[config.mk]
export PLATFORM = sky130hd
export DESIGN_NAME = dbuf_serial_tx
export DESIGN_NICKNAME = d
export VERILOG_FILES = /design/src/rtl/dbtx_pkg.sv /design/src/rtl/dbtx_hold.sv /design/src/rtl/dbtx_framer.sv /design/src/rtl/dbtx_shift.sv /design/src/rtl/dbuf_serial_tx.sv
export SDC_FILE = /design/constraint.sdc
export NUM_CORES = 1
export LEC_CHECK = 0
export ABC_AREA = 1
export ABC_CLOCK_PERIOD_IN_PS = 2000
export CAP_MARGIN = 20
export CELL_PAD_IN_SITES_DETAIL_PLACEMENT = 0
export CELL_PAD_IN_SITES_GLOBAL_PLACEMENT = 1
export CORE_MARGIN = 2
export CORE_UTILIZATION = 34
export CTS_CLUSTER_DIAMETER = 120
export CTS_CLUSTER_SIZE = 10
export DETAILED_ROUTE_END_ITERATION = 10
export GPL_TIMING_DRIVEN = 0
export PLACE_DENSITY_LB_ADDON = 0.1
export SYNTH_ARGS = -nofsm -noshare
export SYNTH_HDL_FRONTEND = slang
export SYNTH_SLANG_ARGS = --single-unit
[constraint.sdc]
create_clock -name clk -period 2 [get_ports clk]
set_input_delay 0.3 -clock clk [delete_from_list [all_inputs] [get_ports clk]]
set_output_delay 0.3 -clock clk [all_outputs]
set_load 0.01 [all_outputs]
[src/rtl/dbtx_pkg.sv]
package dbtx_pkg;
  localparam int BYTE_W    = 8;
  localparam int MAX_DATA  = BYTE_W + 1;
  localparam int MAX_FRAME = 1 + MAX_DATA + 1 + 2;
  localparam int CNT_W     = $clog2(MAX_FRAME + 1);

  typedef logic [MAX_DATA-1:0]  word_t;
  typedef logic [MAX_FRAME-1:0] frame_t;
  typedef logic [CNT_W-1:0]     cnt_t;

  typedef enum logic [1:0] {
    PAR_NONE = 2'b00,
    PAR_RSVD = 2'b01,
    PAR_EVEN = 2'b10,
    PAR_ODD  = 2'b11
  } par_e;

  // character length decode; unused codes fall back to eight bits
  function automatic cnt_t data_bits(input logic [2:0] code);
    case (code)
      3'b000:  data_bits = cnt_t'(5);
      3'b001:  data_bits = cnt_t'(6);
      3'b010:  data_bits = cnt_t'(7);
      3'b111:  data_bits = cnt_t'(9);
      default: data_bits = cnt_t'(8);
    endcase
  endfunction
endpackage

[src/rtl/dbtx_hold.sv]
module dbtx_hold
  import dbtx_pkg::*;
(
  input  logic              clk,
  input  logic              rst,
  input  logic              en,
  input  logic              wr_lo,
  input  logic [BYTE_W-1:0] wr_data,
  input  logic              wr_hi,
  input  logic              wr_bit8,
  input  logic              take,
  output logic              full,
  output word_t             word
);
  logic stage8;
  logic accept;

  assign accept = wr_lo && en && !full;

  always_ff @(posedge clk) begin
    if (rst) begin
      stage8 <= 1'b0;
    end else if (wr_hi) begin
      stage8 <= wr_bit8;
    end
  end

  always_ff @(posedge clk) begin
    if (rst) begin
      full <= 1'b0;
      word <= '0;
    end else if (accept) begin
      full <= 1'b1;
      word <= {stage8, wr_data};
    end else if (take) begin
      full <= 1'b0;
    end
  end
endmodule

[src/rtl/dbtx_framer.sv]
module dbtx_framer
  import dbtx_pkg::*;
(
  input  word_t       word,
  input  logic [2:0]  size_code,
  input  logic [1:0]  par_mode,
  input  logic        two_stop,
  output frame_t      frame,
  output cnt_t        flen
);
  cnt_t  nbits;
  logic  par_on;
  logic  par_bit;
  word_t masked;

  always_comb begin
    nbits  = data_bits(size_code);
    par_on = (par_mode == PAR_EVEN) || (par_mode == PAR_ODD);
    masked = '0;
    for (int unsigned i = 0; i < MAX_DATA; i++) begin
      if (cnt_t'(i) < nbits) masked[i] = word[i];
    end
    par_bit = (^masked) ^ (par_mode == PAR_ODD);

    frame    = '1;
    frame[0] = 1'b0;
    for (int unsigned i = 0; i < MAX_DATA; i++) begin
      if (cnt_t'(i) < nbits) frame[i+1] = word[i];
    end
    if (par_on) frame[nbits + cnt_t'(1)] = par_bit;

    flen = cnt_t'(2) + nbits + cnt_t'(par_on) + cnt_t'(two_stop);
  end
endmodule

[src/rtl/dbtx_shift.sv]
module dbtx_shift
  import dbtx_pkg::*;
(
  input  logic   clk,
  input  logic   rst,
  input  logic   tick,
  input  logic   hold_full,
  input  frame_t frame,
  input  cnt_t   flen,
  output logic   take,
  output logic   done_set,
  output logic   busy,
  output logic   txd
);
  frame_t sr;
  cnt_t   cnt;
  logic   at_end;

  assign at_end   = busy && tick && (cnt == '0);
  assign take     = hold_full && (!busy || at_end);
  assign done_set = at_end && !hold_full;

  always_ff @(posedge clk) begin
    if (rst) begin
      busy <= 1'b0;
      cnt  <= '0;
      sr   <= '1;
      txd  <= 1'b1;
    end else if (!busy) begin
      if (hold_full) begin
        sr   <= frame;
        cnt  <= flen;
        busy <= 1'b1;
      end
    end else if (tick) begin
      if (cnt != '0) begin
        txd <= sr[0];
        sr  <= {1'b1, sr[MAX_FRAME-1:1]};
        cnt <= cnt - cnt_t'(1);
      end else if (hold_full) begin
        txd <= frame[0];
        sr  <= {1'b1, frame[MAX_FRAME-1:1]};
        cnt <= flen - cnt_t'(1);
      end else begin
        busy <= 1'b0;
        txd  <= 1'b1;
      end
    end
  end
endmodule

[src/rtl/dbuf_serial_tx.sv]
module dbuf_serial_tx
  import dbtx_pkg::*;
(
  input  logic              clk,
  input  logic              rst,
  input  logic              tick,
  input  logic              tx_en,
  input  logic [2:0]        size_code,
  input  logic [1:0]        par_mode,
  input  logic              two_stop,
  input  logic              wr_lo,
  input  logic [BYTE_W-1:0] wr_data,
  input  logic              wr_hi,
  input  logic              wr_bit8,
  input  logic              clr_done,
  output logic              txd,
  output logic              buf_empty,
  output logic              tx_done
);
  logic   hold_full;
  word_t  hold_word;
  frame_t frame_w;
  cnt_t   flen_w;
  logic   take_w;
  logic   done_set_w;
  logic   shf_busy;

  dbtx_hold u_hold (
    .clk     (clk),
    .rst     (rst),
    .en      (tx_en),
    .wr_lo   (wr_lo),
    .wr_data (wr_data),
    .wr_hi   (wr_hi),
    .wr_bit8 (wr_bit8),
    .take    (take_w),
    .full    (hold_full),
    .word    (hold_word)
  );

  dbtx_framer u_framer (
    .word      (hold_word),
    .size_code (size_code),
    .par_mode  (par_mode),
    .two_stop  (two_stop),
    .frame     (frame_w),
    .flen      (flen_w)
  );

  dbtx_shift u_shift (
    .clk       (clk),
    .rst       (rst),
    .tick      (tick),
    .hold_full (hold_full),
    .frame     (frame_w),
    .flen      (flen_w),
    .take      (take_w),
    .done_set  (done_set_w),
    .busy      (shf_busy),
    .txd       (txd)
  );

  assign buf_empty = !hold_full;

  always_ff @(posedge clk) begin
    if (rst) begin
      tx_done <= 1'b0;
    end else if (done_set_w) begin
      tx_done <= 1'b1;
    end else if (clr_done) begin
      tx_done <= 1'b0;
    end
  end
endmodule

==> out/qor.log <==
[clock_tree] clock tree from TritonCTS done
[clock_tree] hold_buf cts 0
[yosys] number of warning messages in the yosys log 0
[clock_tree] Clk Latency, worst-skew pair 290 ps
[yosys] post-synth cell types 33
[flow_run] max-cap viol count 0
[global_route] maximum number of pins on one net before global-route repair 13
[worst_setup_path] slowest stage cell, crit path sky130_fd_sc_hd__fa_2
[clock_tree] clock tree root buffer cell sky130_fd_sc_hd__clkbuf_8
[floorplanning] die height 75.55 um
[power] Internal Dissipation 1071 uW
[routing] DRC 0
[sta] Tcrit/Tclk final 91.41%
[yosys] sequential cell area fraction in the yosys report 35.66%
[power] maximum vdd drop 0.3741 mV
[finish] Final Instance Count excl. Fillers 359
[yosys] summed instance area of the synthesized netlist 1740 um2
[sta] setup violators final 0
[global_route] number of antenna violations at the first check in global routing 0
[power] power share of the combinational group 25.3%
[yosys] post-synthesis area per instance 6.852 um2
[global_route] global-route wire length before repair 7.272 mm
[power] power per unit of standard cell area 725.0 nW/um2
[placed_design] placer congestion estimate 0.7804
[routing] number of vias per cell after detailed routing 4.666
[global_route] total overflow reported by the global router 0
[placed_design] DP Area 2068 um2
[yosys] synthesized netlist net count 279
[sta] transition time of the tightest slew-check pin 458.8 ps
[yosys] post-synthesis cell type with the largest combined area sky130_fd_sc_hd__dfxtp_1
[sta] clock period minus final worst setup slack 1828 ps
[clock_tree] H-tree levels 2
[clock_tree] CTS sink count 31
[placed_design] IO Port Bufs 24
[floorplanning] width of the chip 75.55 um
[worst_setup_path] arrival time at the worst endpoint 1990 ps
[routing] Wirelength per Cell 12.10 um
[sta] unrepaired setup endpoints after global routing no
[placed_design] HPWL reported at the end of detailed placement 3.323 mm
[floorplanning] core region area 5010 um2
[routing] violation count after the first detailed-route iteration 53
[worst_hold_path] Worst Hold Launch u_shift.sr[12]
[global_route] overall fraction of global-route tracks in use 17.08%
[worst_setup_path] critical path type in2reg
[worst_setup_path] critical path startpoint category input port
[sta] post-route worst hold slack 451.0 ps
[worst_setup_path] worst-path fanout max 5
[clock_tree] number of buffers inserted during clock tree synthesis 5
[sta] Slew headroom 69.41%
[routing] overall routed net length 4.344 mm
[sta] final number of max-transition violations 0
[yosys] top-count cell post-synth sky130_fd_sc_hd__nand2_1
[power] switching part of the total 32.79%
[finish] utilization after layout 43.86%
[sta] Peak Freq 547.0 MHz
[yosys] leading post-synthesis cells by instance count sky130_fd_sc_hd__nand2_1, sky130_fd_sc_hd__inv_1, sky130_fd_sc_hd__dfxtp_1, sky130_fd_sc_hd__a21oi_1, sky130_fd_sc_hd__nand3_1
[finish] number of antenna cells inserted 0
[yosys] count of flip-flops with a built-in enable after synthesis 0
[worst_hold_path] class of the tightest hold or removal check reg2reg
[sta] clk_skew 9.036 ps
[yosys] Synth top area share 35.66%
[worst_setup_path] slowest cell delay on critical path 330 ps
[yosys] synthesized instance count 254
[worst_setup_path] most frequent cell on the critical path sky130_fd_sc_hd__inv_2
[run_status] run status completed
[floorplanning] Die Outline Area 5707 um2
[finish] Post-layout nets 313
[finish] Non-Filler Cell Area, Final 2197 um2
[placed_design] instance count after placement with tap cells included 348
[yosys] top cells by area in the synthesized netlist sky130_fd_sc_hd__dfxtp_1, sky130_fd_sc_hd__nand2_1, sky130_fd_sc_hd__a21oi_1, sky130_fd_sc_hd__nand3_1, sky130_fd_sc_hd__inv_1
[yosys] flop and latch count out of synthesis 31
[finish] share of final-layout standard cells stronger than drive strength 1 19.38%
[power] clock network fraction of design power 32.1%
[floorplanning] effective utilization at floorplan 34.74%
[placed_design] post-placement setup slack -781.1 ps
[worst_setup_path] reg2reg start u_shift.cnt[3]
[power] switching power of the nets 522.3 uW
[sta] Worst Setup Slack, final 171.8 ps
[routing] Vias 1675
[sta] Hold Violations, Final 0
[power] Leakage 0.0009182 uW
[worst_setup_path] slack of the worst reg-to-reg path 280 ps
[worst_setup_path] critical-path cell list buf_4 -> nor2_1 -> inv_2 -> nand2_2 -> fa_2 -> inv_2 -> ha_4 -> o21ai_2 -> inv_1 -> ha_2 -> xnor2_1 -> nand2_1 -> o211ai_1 -> o22ai_1
[clock_tree] buffer levels on the longest clock path 2
[clock_tree] Clock transition at path regs 70 ps
[worst_setup_path] Critical Path RT 2160 ps
[floorplanning] I/O pins 25
[routing] remaining antenna violation count after routing 0
[global_route] vias in the first global route 1600
[power] sequential share of power 42.6%
[finish] Layout area overhead 26.24%
[worst_setup_path] launching element of the worst setup path size_code[2]
[worst_setup_path] kind of end point of the critical path flop
[yosys] FFs w/ async S/R, synth 0%
[routing] detailed-router iteration count before antenna repair 4
[floorplanning] number of standard-cell rows in the floorplan 26
[yosys] commonest register cell after synthesis sky130_fd_sc_hd__dfxtp_1
-- power groups by stage --
stage	logic (uW)	registers, uW	clock network [uW]
floorplan	267	688	0
global placement	387	693	0
detailed placement	387	693	0
CTS	405	679	525
global route	462	684	553
finish	402	679	512
-- worst paths after layout --
check	end	cells past startpoint
hold / removal	u_shift.sr[12]	1
hold reg to reg	u_shift.sr[12]	1
setup reg to reg	u_shift.cnt[1]	9
setup / recovery	u_shift.cnt[2]	14
-- cell type report --
| cell class | instances | area [um2] |
|---|---|---|
| Timing Repair Buffer | 27 | 244.0 |
| Fill cell | 557 | 2813 |
| Sequential cell | 31 | 620.6 |
| Clock inverter | 3 | 23.77 |
| Multi-Input combinational cell | 172 | 949.7 |
| Inverter | 44 | 165.2 |
| Buffer | 7 | 37.54 |
| Clock buffer | 5 | 68.82 |
| Tap cell | 70 | 87.58 |
-- cells in the final DEF (no fill, tap or decap), drive strengths merged --
cell / count
nand2: 48
inv: 43
dfxtp: 31
nand3: 28
a21oi: 26
nor2: 22
o21ai: 22
clkdlybuf4s50: 19
buf: 10
clkbuf: 9
o22ai: 7
o22a: 4
clkinv: 2
xnor2: 2
clkinvlp: 2
or2: 2
ha: 2
nor4: 1
a21boi: 1
xor2: 1
nor3: 1
a211oi: 1
a221oi: 1
o311ai: 1
o211ai: 1
fa: 1
dlygate4sd2: 1
-- through the flow --
step | setup TNS, ps | total power (uW)
final | 0 | 1593
after global placement | -3307 | 1080
after CTS | 0 | 1608
after floorplan | 0 | 954.8
after detailed placement | -3284 | 1079
after global routing | 0 | 1698
-- per-layer routing --
metal  track usage (%)  vias up  routed length [um]  part of all wire [%]
met5                 0        -                   0                     0
met4             5.848        0                  27                  0.62
met3             3.968        2                 131                   3.0
met2             27.25       21                1992                    46
met1             22.71      747                2193                    50
li1                  -      905                   -                     -
-- flip-flops by register name, indices dropped and copies added, names as in the netlist --
| register | count |
|---|---|
| u_shift.cnt | 4 |
| u_shift.sr | 13 |
| tx_done | 1 |
| u_hold.word | 9 |
| u_hold.stage8 | 1 |
| u_hold.full | 1 |
| u_shift.busy | 1 |
| u_shift.txd | 1 |
-- kinds of logic (layout without fill, tap and decap cells) --
| family | count (synthesis) | count (layout) | share of synthesized area, % |
|---|---|---|---|
| buffers and inverters | 51 | 86 | 11.65 |
| and+or+nand+nor | 102 | 102 | 27.53 |
| xor gates and xnor gates | 3 | 3 | 1.510 |
| AOI/OAI and AO/OA | 64 | 64 | 21.06 |
| DFF | 31 | 31 | 35.66 |
| adders and majority gates | 3 | 3 | 2.588 |
-- worst max-delay path: cells and delay by family --
family | cells | cell delay (ps)
compound gates | 3 | 280
simple gates | 3 | 190
fa+ha+maj | 3 | 710
buf+inv | 4 | 330
xor+xnor | 1 | 160
-- timing repair --
action,4_1_cts,5_1_grt
gates cloned,0,0
setup buffers,2,1
setup endpoints to repair,4,3
resized for setup,18,8
hold endpoints to repair,0,0
pin swaps,3,4
No activity file was read; power rests on OpenSTA's default activity.
